### config.mk
export PLATFORM = sky130hd
export DESIGN_NAME = gpio_port
export DESIGN_NICKNAME = d
export VERILOG_FILES = /design/src/rtl/gpio_port_pkg.sv /design/src/rtl/gpio_port_regs.sv /design/src/rtl/gpio_port_sense.sv /design/src/rtl/gpio_port_irq.sv /design/src/rtl/gpio_port.sv
export SDC_FILE = /design/constraint.sdc
export NUM_CORES = 1
export LEC_CHECK = 0
export ABC_CLOCK_PERIOD_IN_PS = 2700
export BUFFER_PORTS_ARGS = -buffer_cell sky130_fd_sc_hd__buf_2
export CAP_MARGIN = 20
export CORE_MARGIN = 8
export CORE_UTILIZATION = 30
export DETAILED_ROUTE_END_ITERATION = 12
export PLACE_DENSITY = 0.48
export SYNTH_ARGS = -nofsm -noshare
export SYNTH_HDL_FRONTEND = slang
export SYNTH_SLANG_ARGS = --single-unit
### constraint.sdc
create_clock -name clk -period 2.7 [get_ports clk]
set_input_delay 0.27 -clock clk [delete_from_list [all_inputs] [get_ports clk]]
set_output_delay 0.27 -clock clk [all_outputs]
set_load 0.1 [all_outputs]
### src/rtl/gpio_port_pkg.sv
package gpio_port_pkg;

  localparam int unsigned NPIN  = 8;
  localparam int unsigned DW    = 8;
  localparam int unsigned AW    = 5;
  localparam int unsigned NCHAN = 2;

  // register offsets (fixed by the software map)
  localparam logic [AW-1:0] OFS_DIR    = 5'h00;
  localparam logic [AW-1:0] OFS_OUT    = 5'h04;
  localparam logic [AW-1:0] OFS_IN     = 5'h08;
  localparam logic [AW-1:0] OFS_ICTL   = 5'h09;
  localparam logic [AW-1:0] OFS_MASK0  = 5'h0A;
  localparam logic [AW-1:0] OFS_MASK1  = 5'h0B;
  localparam logic [AW-1:0] OFS_FLAGS  = 5'h0C;
  localparam logic [AW-1:0] OFS_PCTL   = 5'h10;

  typedef enum logic [1:0] {
    OP_LOAD = 2'd0,
    OP_SET  = 2'd1,
    OP_CLR  = 2'd2,
    OP_TGL  = 2'd3
  } alias_op_t;

  localparam logic [2:0] SNS_ANY  = 3'd0;
  localparam logic [2:0] SNS_RISE = 3'd1;
  localparam logic [2:0] SNS_FALL = 3'd2;
  localparam logic [2:0] SNS_LOW  = 3'd3;

  typedef struct packed {
    logic       slew;
    logic       inv;
    logic [2:0] drive;
    logic [2:0] sense;
  } pinctl_t;

  function automatic logic [DW-1:0] alias_apply(
    input alias_op_t     op,
    input logic [DW-1:0] cur,
    input logic [DW-1:0] d
  );
    logic [DW-1:0] r;
    unique case (op)
      OP_LOAD: r = d;
      OP_SET:  r = cur | d;
      OP_CLR:  r = cur & ~d;
      default: r = cur ^ d;
    endcase
    return r;
  endfunction

endpackage

### src/rtl/gpio_port_regs.sv
module gpio_port_regs
  import gpio_port_pkg::*;
(
  input  logic                        clk,
  input  logic                        rst_n,
  input  logic                        we,
  input  logic [AW-1:0]               addr,
  input  logic [DW-1:0]               wdata,
  output logic [NPIN-1:0]             dir_q,
  output logic [NPIN-1:0]             out_q,
  output logic [3:0]                  ictl_q,
  output logic [NCHAN-1:0][NPIN-1:0]  mask_q,
  output pinctl_t [NPIN-1:0]          pctl_q
);

  logic              dir_en, out_en, ictl_en;
  logic [NPIN-1:0]   dir_d, out_d;
  logic [NCHAN-1:0]  mask_en;
  logic [NPIN-1:0]   pctl_en;
  alias_op_t         op;

  // next-state
  always_comb begin
    op      = alias_op_t'(addr[1:0]);
    dir_en  = we && (addr[AW-1:2] == OFS_DIR[AW-1:2]);
    out_en  = we && (addr[AW-1:2] == OFS_OUT[AW-1:2]);
    ictl_en = we && (addr == OFS_ICTL);
    dir_d   = alias_apply(op, dir_q, wdata);
    out_d   = alias_apply(op, out_q, wdata);
  end

  always_ff @(posedge clk or negedge rst_n) begin
    if (!rst_n) begin
      dir_q  <= '0;
      out_q  <= '0;
      ictl_q <= '0;
    end else begin
      if (dir_en)  dir_q  <= dir_d;
      if (out_en)  out_q  <= out_d;
      if (ictl_en) ictl_q <= wdata[3:0];
    end
  end

  for (genvar c = 0; c < NCHAN; c++) begin : g_mask
    always_comb mask_en[c] = we && (addr == OFS_MASK0 + AW'(c));
    always_ff @(posedge clk or negedge rst_n) begin
      if (!rst_n)          mask_q[c] <= '0;
      else if (mask_en[c]) mask_q[c] <= wdata;
    end
  end

  for (genvar p = 0; p < NPIN; p++) begin : g_pctl
    always_comb pctl_en[p] = we && (addr == OFS_PCTL + AW'(p));
    always_ff @(posedge clk or negedge rst_n) begin
      if (!rst_n)          pctl_q[p] <= '0;
      else if (pctl_en[p]) pctl_q[p] <= pinctl_t'(wdata);
    end
  end

endmodule

### src/rtl/gpio_port_sense.sv
module gpio_port_sense
  import gpio_port_pkg::*;
#(
  parameter int unsigned SYNC_STAGES = 2
) (
  input  logic               clk,
  input  logic               rst_n,
  input  logic [NPIN-1:0]    pin_in,
  input  pinctl_t [NPIN-1:0] pctl,
  output logic [NPIN-1:0]    in_val,
  output logic [NPIN-1:0]    hit
);

  localparam int unsigned TOP = SYNC_STAGES - 1;

  for (genvar p = 0; p < NPIN; p++) begin : g_pin
    logic [SYNC_STAGES-1:0] sync_q;
    logic                   prev_q;
    logic                   enabled;
    logic                   cur;

    always_ff @(posedge clk or negedge rst_n) begin
      if (!rst_n) sync_q <= '0;
      else        sync_q <= {sync_q[SYNC_STAGES-2:0], pin_in[p]};
    end

    always_comb begin
      enabled   = ~pctl[p].sense[2];
      cur       = enabled & (sync_q[TOP] ^ pctl[p].inv);
      in_val[p] = cur;
      unique case (pctl[p].sense)
        SNS_ANY:  hit[p] = cur ^ prev_q;
        SNS_RISE: hit[p] = cur & ~prev_q;
        SNS_FALL: hit[p] = ~cur & prev_q;
        SNS_LOW:  hit[p] = ~cur;
        default:  hit[p] = 1'b0;
      endcase
    end

    always_ff @(posedge clk or negedge rst_n) begin
      if (!rst_n) prev_q <= 1'b0;
      else        prev_q <= cur;
    end
  end

endmodule

### src/rtl/gpio_port_irq.sv
module gpio_port_irq
  import gpio_port_pkg::*;
(
  input  logic                       clk,
  input  logic                       rst_n,
  input  logic [NPIN-1:0]            hit,
  input  logic [NCHAN-1:0][NPIN-1:0] mask,
  input  logic [NCHAN-1:0]           clr,
  input  logic [3:0]                 ictl,
  output logic [NCHAN-1:0]           flag_q,
  output logic [NCHAN-1:0]           irq
);

  for (genvar c = 0; c < NCHAN; c++) begin : g_chan
    logic event_c;
    logic flag_d;
    logic flag_en;

    always_comb begin
      event_c = |(hit & mask[c]);
      flag_en = event_c | clr[c];
      flag_d  = event_c;          // event wins over a clear
      irq[c]  = flag_q[c] & (|ictl[2*c +: 2]);
    end

    always_ff @(posedge clk or negedge rst_n) begin
      if (!rst_n)       flag_q[c] <= 1'b0;
      else if (flag_en) flag_q[c] <= flag_d;
    end
  end

endmodule

### src/rtl/gpio_port.sv
module gpio_port
  import gpio_port_pkg::*;
#(
  parameter int unsigned SYNC_STAGES = 2
) (
  input  logic             clk,
  input  logic             rst_n,
  input  logic [4:0]       bus_addr,
  input  logic             bus_we,
  input  logic [7:0]       bus_wdata,
  output logic [7:0]       bus_rdata,
  input  logic [7:0]       pin_in,
  output logic [7:0]       pin_out,
  output logic [7:0]       pin_oe,
  output logic [23:0]      pin_pull_mode,
  output logic [7:0]       pin_slew_lim,
  output logic [1:0]       irq,
  output logic [3:0]       irq_level
);

  logic [NPIN-1:0]            dir_q, out_q, in_val, hit, inv_v;
  logic [3:0]                 ictl_q;
  logic [NCHAN-1:0][NPIN-1:0] mask_q;
  pinctl_t [NPIN-1:0]         pctl_q;
  logic [NCHAN-1:0]           flag_q, flag_clr;

  gpio_port_regs u_regs (
    .clk    (clk),
    .rst_n  (rst_n),
    .we     (bus_we),
    .addr   (bus_addr),
    .wdata  (bus_wdata),
    .dir_q  (dir_q),
    .out_q  (out_q),
    .ictl_q (ictl_q),
    .mask_q (mask_q),
    .pctl_q (pctl_q)
  );

  gpio_port_sense #(.SYNC_STAGES(SYNC_STAGES)) u_sense (
    .clk    (clk),
    .rst_n  (rst_n),
    .pin_in (pin_in),
    .pctl   (pctl_q),
    .in_val (in_val),
    .hit    (hit)
  );

  always_comb flag_clr = (bus_we && bus_addr == OFS_FLAGS) ? bus_wdata[NCHAN-1:0] : '0;

  gpio_port_irq u_irq (
    .clk    (clk),
    .rst_n  (rst_n),
    .hit    (hit),
    .mask   (mask_q),
    .clr    (flag_clr),
    .ictl   (ictl_q),
    .flag_q (flag_q),
    .irq    (irq)
  );

  for (genvar p = 0; p < NPIN; p++) begin : g_pad
    always_comb begin
      inv_v[p]              = pctl_q[p].inv;
      pin_pull_mode[3*p +: 3] = pctl_q[p].drive;
      pin_slew_lim[p]       = pctl_q[p].slew;
    end
  end

  always_comb begin
    pin_oe    = dir_q;
    pin_out   = out_q ^ inv_v;
    irq_level = ictl_q;
  end

  // read mux
  always_comb begin
    bus_rdata = '0;
    if (bus_addr[4]) begin
      if (bus_addr[3] == 1'b0) bus_rdata = pctl_q[bus_addr[2:0]];
    end else if (bus_addr[3:2] == 2'b00) begin
      bus_rdata = dir_q;
    end else if (bus_addr[3:2] == 2'b01) begin
      bus_rdata = out_q;
    end else begin
      unique case (bus_addr)
        OFS_IN:    bus_rdata = in_val;
        OFS_ICTL:  bus_rdata = {4'b0, ictl_q};
        OFS_MASK0: bus_rdata = mask_q[0];
        OFS_MASK1: bus_rdata = mask_q[1];
        OFS_FLAGS: bus_rdata = {{(DW-NCHAN){1'b0}}, flag_q};
        default:   bus_rdata = '0;
      endcase
    end
  end

endmodule

# After elaboration in Yosys (flattened, before gate mapping)
# Cells that the tools add are included.
word_totals:
  inputBits: 24
  output_inout_bits: 62
  ff_bits: 126
  word_cells: 222
classes:
  n_eq_ne: 41
  n_lt_le_gt_ge: 1
  muxes: 18
  bitwise: 78
  reduce_logical: 29
op_table:
  columns: ["cell", "n"]
  rows:
  - ["$eq A3 B2 Y1 const B", 16]
  - ["$pmux W8 S3", 2]
  - ["$eq A5 B5 Y1 const B", 8]
  - ["$mux W8", 5]
  - ["$pmux W8 S5", 1]
  - ["$and A8 B8 Y8", 4]
  - ["$pmux W1 S4", 8]
  - ["$eq A3 B1 Y1 const B", 9]
  - ["$logic_not A3 Y1", 9]
  - ["$and A1 B1 Y1", 26]
  - ["$eq A5 B4 Y1 const B", 5]
  - ["$bmux W8 S3", 1]
  - ["$not A1 Y1", 24]
  - ["$xor A8 B8 Y8", 3]
  - ["$or A8 B8 Y8", 2]
  - ["$reduce_or A8 Y1", 2]
  - ["$xor A1 B1 Y1", 16]
  - ["$logic_and A1 B1 Y1", 14]
  - ["$not A8 Y8", 1]
  - ["$eq A2 B1 Y1 const B", 2]
  - ["$logic_not A2 Y1", 2]
  - ["$lt A3 B4 Y1 const B", 1]
  - ["$reduce_or A2 Y1", 2]
  - ["$eq A2 B2 Y1 const B", 1]
  - ["other kinds (2)", 3]

# Longest topological paths before layout
# Gate-level depths: netlist (run 1).
depth:
  word_depth: 8
  mapped_depth: 9
  mapped_depth_nobuf: 9

# Hierarchy
# A second synthesis (run 1) with hierarchy kept.
hier_totals:
  cells_unflattened: 586
  hier_area_um2: 7378.3
modules_own_cells:
  columns: ["module", "n_inst", "cells_each", "seq_area_each_um2", "area_each_um2"]
  rows:
  - ["gpio_port_regs", 1, 325, 2502.4, 4780.8]
  - ["gpio_port_sense", 1, 113, 600.6, 1277.5]
  - ["gpio_port", 1, 132, 0.0, 1154.9]
  - ["gpio_port_irq", 1, 16, 50.0, 165.2]

# Worst setup path after synthesis (run 1)
# OpenSTA, ideal clock, no wires.
synth_timing:
  path_type: "reg2out"
  start: "register u_regs.ictl_q[0]"
  end: "output port bus_rdata[0]"
  setup_slack_ps: -433
  path_stages_with_launch: 6
  t_arrival_ps: 2863
  n_path_buf: 0
  path_cell_list: "dfrtp_1 -> mux2i_1 -> o22ai_1 -> a21o_1 -> a221oi_1 -> o22ai_1"
synth_between:
  elab_chain_cells: 4
synth_lines:
  columns: ["element", "line", "source"]
  rows:
  - ["start, declared", "gpio_port_regs.sv:11", "output logic [3:0] ictl_q,"]
  - ["start signal, assigned", "gpio_port_regs.sv:40", "if (ictl_en) ictl_q <= wdata[3:0];"]
  - ["$pmux W8 S5", "gpio_port.sv:86", "unique case (bus_addr)"]
  - ["$mux W8", "gpio_port.sv:83", "end else if (bus_addr[3:2] == 2'b01) begin"]
  - ["$mux W8", "gpio_port.sv:81", "end else if (bus_addr[3:2] == 2'b00) begin"]
  - ["$mux W8", "gpio_port.sv:79", "if (bus_addr[4]) begin"]
  - ["end, declared", "gpio_port.sv:11", "output logic [7:0] bus_rdata,"]
# Every way passes these cells.

# Worst setup path after layout (run 1)
layout_timing:
  start: "register u_regs.out_q[3]"
  end: "output port bus_rdata[3]"
layout_between:
  elab_chain_cells: 3
layout_lines:
  columns: ["element", "line", "source"]
  rows:
  - ["start, declared", "gpio_port_regs.sv:10", "output logic [NPIN-1:0] out_q,"]
  - ["start signal, assigned", "gpio_port_regs.sv:39", "if (out_en) out_q <= out_d;"]
  - ["$mux W8", "gpio_port.sv:83", null]
  - ["$mux W8", "gpio_port.sv:81", null]
  - ["$mux W8", "gpio_port.sv:79", null]
# Every way passes these cells.

==> flow_summary_export.csv, run 1 <==
group,metric,value,unit
status,status,"completed",
cts,htreeDepth,4,
die,ios,86,
drt,dr.max_layer_used,"met4",
place,routabilityCongestion,0.878,
global_route,grt_max_degree,67,
worst_setup_path,worstPathMaxFanout,4,
drt,dr_total_vias,5258,
worst_setup_path,arrival,2110,ps
yosys,syn-num-nets,715,
yosys,synth_compound_area_share,9.94,%
cells_and_area,n_antenna_cell,0,
die,core,23500,um2
drt,wl_met3,1.13,mm
sta,fin_crit,2380,ps
yosys,synthCells,643,
cells_and_area,area_delta_synth_final,21.7,%
worst_setup_path,endpoint_kind,"output port",
yosys,synth_simple_gate_area_share,8.43,%
power,peakVddDrop,0.592,mV
cts,cts.sinks,126,
cells_and_area,fillCellCount,2319,
power,powerDensity,938,nW/um2
die,die_area,29200,um2
global_route,grt_first_pass_wirelength,34.0,mm
drt,firstDrtPassIters,5,
place,placed_area,8040,um2
sta,setup_viol,0,
yosys,synth_top_family_by_area,"multiplexers",
die,fp-row-count,56,
hold_path,worstHoldPathType,"input port to flip-flop",
yosys,synth_mux_area_share,19.3,%
cells_and_area,instances_no_fill,1053,
yosys,synth_edf_count,0,
drt,drt-initial-drc-count,331,
cells_and_area,final_nets,794,
sta,tns,0,ps
worst_setup_path,reg2regPathDepth,9,
hold_path,min_path_cells,2,
yosys,ys_warn_count,0,
yosys,avgSynthCellArea,11.2,um2
drt,met1_length,10.0,mm
sta,maxSlewHeadroom,55.2,%
yosys,ys_seq_area_share,43.9,%
global_route,antenna_found_initial,0,
cts,post_cts_buffers,0,
drt,drt_wl_total,22.0,mm
worst_setup_path,criticalPathCategory,"flip-flop to output port",
cts,clk_pin_slew,60,ps
hold_path,holdPathEnd,"u_regs.pctl_q[29]",
place,numPortBuffers,85,
worst_setup_path,cp-start-kind,"flip-flop",
sta,tightestPinTransition,670,ps
sta,hold_viol_final,0,
cells_and_area,drive_gt1_share,30.4,%
sta,maxSlewViolCount,0,
yosys,async_reset_ff_share,100,%
sta,rsz0062_at_grt,"no",
yosys,synth-xor-area-share,1.95,%
sta,clock-skew-final,4.75,ps
global_route,overflow,0,
drt,route.met2.wl,10.4,mm
worst_setup_path,worstPathRequired,2430,ps
sta,finalCritPeriodShare,88.3,%
die,die_x,171,um
cts,cts_root_buffer,"clkbuf_16",
yosys,synth_area,7180,um2
cts,clockBufferDepth,2,
cts,clock_latency,420,ps
yosys,ys.flop_type,"dfrtp_1",
die,die_y,171,um
hold_path,min_from,"bus_wdata[5]",
sta,max_freq,420,MHz
place,place_inst,1013,
place,dpl.hpwl,16.7,mm
drt,routed_via_density,4.99,
cts,cts_tree,"built",
worst_setup_path,rrSetupSlack,330,ps
worst_setup_path,reg2reg_from,"u_regs.pctl_q[38]",
yosys,synth-seq-cells,126,
cts,cts_buffers,17,
run,cap_violations,0,
cells_and_area,finish.instance_area,8740,um2
global_route,grt_usage,15.6,%
global_route,grt_pass1_vias,5500,
power,leakage,0.00404,uW
drt,drc_errors,0,
die,initial_core_util,30.6,%
drt,ant_nets,0,
worst_setup_path,regToRegEndpoint,"u_irq.flag_q[1]",
yosys,synthDistinctLibCells,44,
yosys,synthAdderAreaFrac,8.36,%
drt,routedWlPerCell,20.9,um
## report_power, final
part / total, uW / internal (uW) / leakage [uW] / switching [uW]
registers: 2620 / 2230 / 0.00158 / 390
clock network: 2420 / 1560 / 0.000292 / 857
logic: 3160 / 838 / 0.00218 / 2330
## routing by layer
metal	track usage [%]	vias up
met5	0	-
li1	-	2404
met3	3.25	23
met2	24.9	161
met1	20.9	2670
met4	5.07	0
## worst max-delay path, stage by stage (launching register included)
cell and delay [ps]:
dfrtp_1 420, mux2i_1 240, nor2_1 80, a221o_1 270, a221oi_1 330, o22ai_2 180
buf_12 190
## layout by cell type (no fill, tap or decap), drive strengths merged, types with 2 or more instances in the layout
master | synthesis | routed
mux2 | 39 | 39
xor2 | 8 | 8
a21o | 3 | 3
clkbuf | 14 | 20
nand2b | 9 | 9
dlygate4sd3 | 0 | 9
bufinv | 0 | 4
o31ai | 6 | 6
a22oi | 2 | 2
xnor2 | 8 | 8
nor4b | 4 | 4
o2bb2ai | 4 | 4
mux4 | 32 | 32
inv | 59 | 59
nor2b | 2 | 2
a221oi | 8 | 8
clkinvlp | 0 | 3
or3 | 4 | 4
or2b | 2 | 2
mux2i | 22 | 22
a2111oi | 3 | 3
o21ai | 61 | 61
o21a | 2 | 2
buf | 44 | 109
nand4 | 2 | 2
nor3 | 6 | 6
nor2 | 23 | 23
nand2 | 70 | 70
a21oi | 3 | 3
clkinv | 0 | 4
ha | 48 | 48
a211oi | 11 | 11
a221o | 2 | 2
dfrtp | 126 | 126
o22ai | 10 | 10
## cells in the mapped netlist, types with 5 or more instances
master | number | share of area, %
nand2_1 | 70 | 3.7
o31ai_1 | 6 | 0.63
o22ai_1 | 10 | 0.87
buf_4 | 32 | 3.3
nor3_1 | 5 | 0.35
xnor2_1 | 8 | 0.98
dfrtp_1 | 126 | 44
a221oi_1 | 8 | 0.98
buf_2 | 10 | 0.70
xor2_1 | 8 | 0.98
mux4_2 | 31 | 9.7
mux2_2 | 39 | 6.1
clkbuf_1 | 14 | 0.73
o21ai_0 | 57 | 4.0
nor2_1 | 19 | 0.99
ha_1 | 48 | 8.4
inv_1 | 58 | 3.0
a211oi_1 | 11 | 1.1
mux2i_1 | 22 | 3.1
nand2b_1 | 9 | 0.78
## flip-flops by register name (all words and copies together), names as in the netlist
signal	cells
u_irq.flag_q	2
u_regs.dir_q	8
u_regs.ictl_q	4
u_regs.mask_q	16
u_regs.out_q	8
u_regs.pctl_q	64
u_sense.g_pin.prev_q	8
u_sense.g_pin.sync_q	16
## cell type report
| type | count | area, um2 | share of cell area [%] |
|---|---|---|---|
| Multi-Input combinational cell | 400 | 3490 | 40.0 |
| Sequential cell | 126 | 3150 | 36.1 |
| Timing Repair Buffer | 118 | 860 | 9.83 |
| Clock buffer | 20 | 447 | 5.11 |
| Tap cell | 319 | 399 | 4.57 |
| Inverter | 59 | 221 | 2.53 |
| Clock inverter | 11 | 166 | 1.90 |
## worst max-delay path by stage
stage	cells after the start	slack, ps	start	to
after detailed placement	8	340	bus_addr[0]	bus_rdata[3]
after floorplan	5	160	u_regs.ictl_q[0]	bus_rdata[0]
after global routing	9	150	u_regs.pctl_q[38]	u_irq.flag_q[0]
after CTS	6	310	u_regs.out_q[3]	bus_rdata[3]
final	6	320	u_regs.out_q[3]	bus_rdata[3]
after global placement	8	400	bus_addr[0]	bus_rdata[3]
## timing repair
item                                   4_1_cts  5_1_grt
endpoints found under the hold margin       39        0
resized for setup                            0        0
hold buffers                                 9        0
## cell families after synthesis
kind of cell             Yosys count
AND/OR/NAND/NOR                  128
XOR/XNOR                          16
adder cells (fa/ha/maj)           48
flip-flops                       126
multiplexers                      93
AO/OA/AOI/OAI                    115
buffers and inverters            117
## per-stage QoR
stage | hold slack (ps) | setup slack, ps | total power, uW | utilization, %
6_report | 213 | 317 | 8200 | 37.2
5_1_grt | 227 | 145 | 8570 | 37.2
3_5_place_dp | 187 | 339 | 5830 | 34.2
4_1_cts | 214 | 306 | 8280 | 37.2
2_1_floorplan | -25.6 | 159 | 5200 | -
3_3_place_gp | 186 | 399 | 5760 | 34.2
Note: power is estimated with default switching activity, not from simulation.
==> run 2, diff against run 1 <==
- ABC_CLOCK_PERIOD_IN_PS: 2700 -> 3000
- clock period: 2.7 -> 3 ns (I/O delays scaled with it)
==> run 2 against run 1 <==
Final cell count down 0.85%; sequential power down 9.9%; clock-buffer cell count unchanged; sequential share of layout area up 0.36 points; first-iteration DRC count up 11%; clock skew up 1.6 ps; flip-flop and latch count unchanged; highest routed layer unchanged; register-to-register slack better by 260 ps; clock power down 10%.
==> flow_summary_export.csv, run 2 (synthesis gave the netlist of run 1 again) <==
group,metric,value,unit
cts,clockBufferDepth,2,
sta,fin_crit,2560,ps
cts,cts_buffers,17,
worst_setup_path,rrSetupSlack,590,ps
worst_setup_path,reg2regPathDepth,9,
worst_setup_path,worstPathMaxFanout,18,
cells_and_area,drive_gt1_share,29.8,%
die,die_y,171,um
power,leakage,0.00399,uW
die,die_area,29200,um2
die,initial_core_util,30.6,%
cells_and_area,postLayoutCoreUtil,36.9,%
cells_and_area,final_common_cell,"dfrtp_1",
sta,setup_viol,0,
cts,post_cts_buffers,0,
hold_path,holdPathEnd,"u_regs.pctl_q[48]",
global_route,grt_pass1_vias,5539,
run,cap_violations,0,
cts,cts_tree,"built",
status,status,"completed",
drt,drc_errors,0,
sta,maxSlewHeadroom,47.2,%
place,dpl.hpwl,16.2,mm
die,ios,86,
cts,clock_latency,420,ps
sta,tightestPinTransition,792,ps
cts,htreeDepth,4,
cells_and_area,final_cell_mix,"dfrtp_1 (126), buf_2 (76), nand2_1 (70)",
drt,routedWlPerCell,21.0,um
place,numPortBuffers,85,
cells_and_area,largest_reg_flops,64,
cells_and_area,final_nets,784,
die,fp-row-count,56,
worst_setup_path,worstPathRequired,2700,ps
drt,firstDrtPassIters,4,
die,die_x,171,um
sta,maxSlewViolCount,0,
cells_and_area,area_delta_synth_final,20.5,%
worst_setup_path,regToRegEndpoint,"u_irq.flag_q[0]",
sta,clock-skew-final,6.38,ps
cts,cts.sinks,126,
global_route,grt_max_degree,80,
cts,post_cts_resized,0,
sta,tns,0,ps
cts,hold_buffers,9,
hold_path,min_from,"bus_wdata[0]",
place,routabilityCongestion,0.861,
global_route,overflow,0,
drt,routed_via_density,5.05,
cts,clk_pin_slew,60,ps
hold_path,worstHoldPathType,"input port to flip-flop",
sta,finalCritPeriodShare,85.2,%
hold_path,min_path_cells,3,
drt,dr_total_vias,5267,
drt,drt_wl_total,21.9,mm
cells_and_area,regMostFlops,"u_regs.pctl_q",
sta,rsz0062_at_grt,"no",
cells_and_area,top_regs,"u_regs.pctl_q x64, u_regs.mask_q x16, u_sense.g_pin.sync_q x16",
worst_setup_path,cp-start-kind,"input port",
worst_setup_path,reg2reg_from,"u_regs.pctl_q[38]",
die,core,23500,um2
global_route,antenna_found_initial,0,
global_route,grt_first_pass_wirelength,33.6,mm
worst_setup_path,arrival,2260,ps
cts,cts_root_buffer,"clkbuf_16",
global_route,grt_usage,15.5,%
sta,max_freq,391,MHz
worst_setup_path,endpoint_kind,"output port",
power,peakVddDrop,0.563,mV
sta,fin_hold_ws,260,ps
worst_setup_path,criticalPathCategory,"input port to output port",
power,powerDensity,849,nW/um2
cells_and_area,n_antenna_cell,0,
sta,hold_viol_final,0,
drt,drt-initial-drc-count,369,
drt,ant_nets,0,
## run 2: power by group
group	leakage, uW	switching [uW]	internal (uW)
registers	0.00158	347	2010
clock network	0.000295	798	1380
logic	0.00212	2070	741
total	0.00399	3220	4130
## run 2: worst max-delay path by stage
stage | startpoint | to | slack (ps) | depth (start not counted)
after floorplan | u_regs.ictl_q[0] | bus_rdata[0] | 430 | 5
after global placement | bus_addr[0] | bus_rdata[3] | 470 | 6
after detailed placement | bus_addr[0] | bus_rdata[3] | 420 | 6
after CTS | bus_addr[0] | bus_rdata[3] | 430 | 6
after global routing | bus_addr[0] | bus_rdata[3] | 280 | 6
final | bus_addr[0] | bus_rdata[3] | 440 | 6
## run 2: worst max-delay path, cell delays in order
cell	delay [ps]
buf_2	460
buf_4	370
mux4_2	540
mux2i_1	210
o22ai_2	150
buf_12	200
## run 2: per-layer routing
metal	GRT usage, %	vias to the layer above	wire length (um)
met2	25.2	166	10400
met5	0	-	0
met1	20.1	2687	9750
li1	-	2385	-
met3	3.53	29	1220
met4	5.57	0	463
## run 2: per-stage QoR
step                std cells  area (um2)  worst slack, ps  power (uW)
CTS                      1044        8650              427        7420
floorplan                 643        7230              429        4680
finish                   1044        8650              445        7340
global placement         1003        7940              468        5160
detailed placement       1003        7940              420        5210
global route             1044        8650              285        7700
## run 2: cell type report
| cell class | instances | area (um2) |
|---|---|---|
| Clock inverter | 12 | 160 |
| Tap cell | 319 | 399 |
| Inverter | 59 | 221 |
| Timing Repair Buffer | 108 | 759 |
| Fill cell | 2319 | 14800 |
| Clock buffer | 20 | 467 |
| Sequential cell | 126 | 3150 |
| Multi-Input combinational cell | 400 | 3490 |
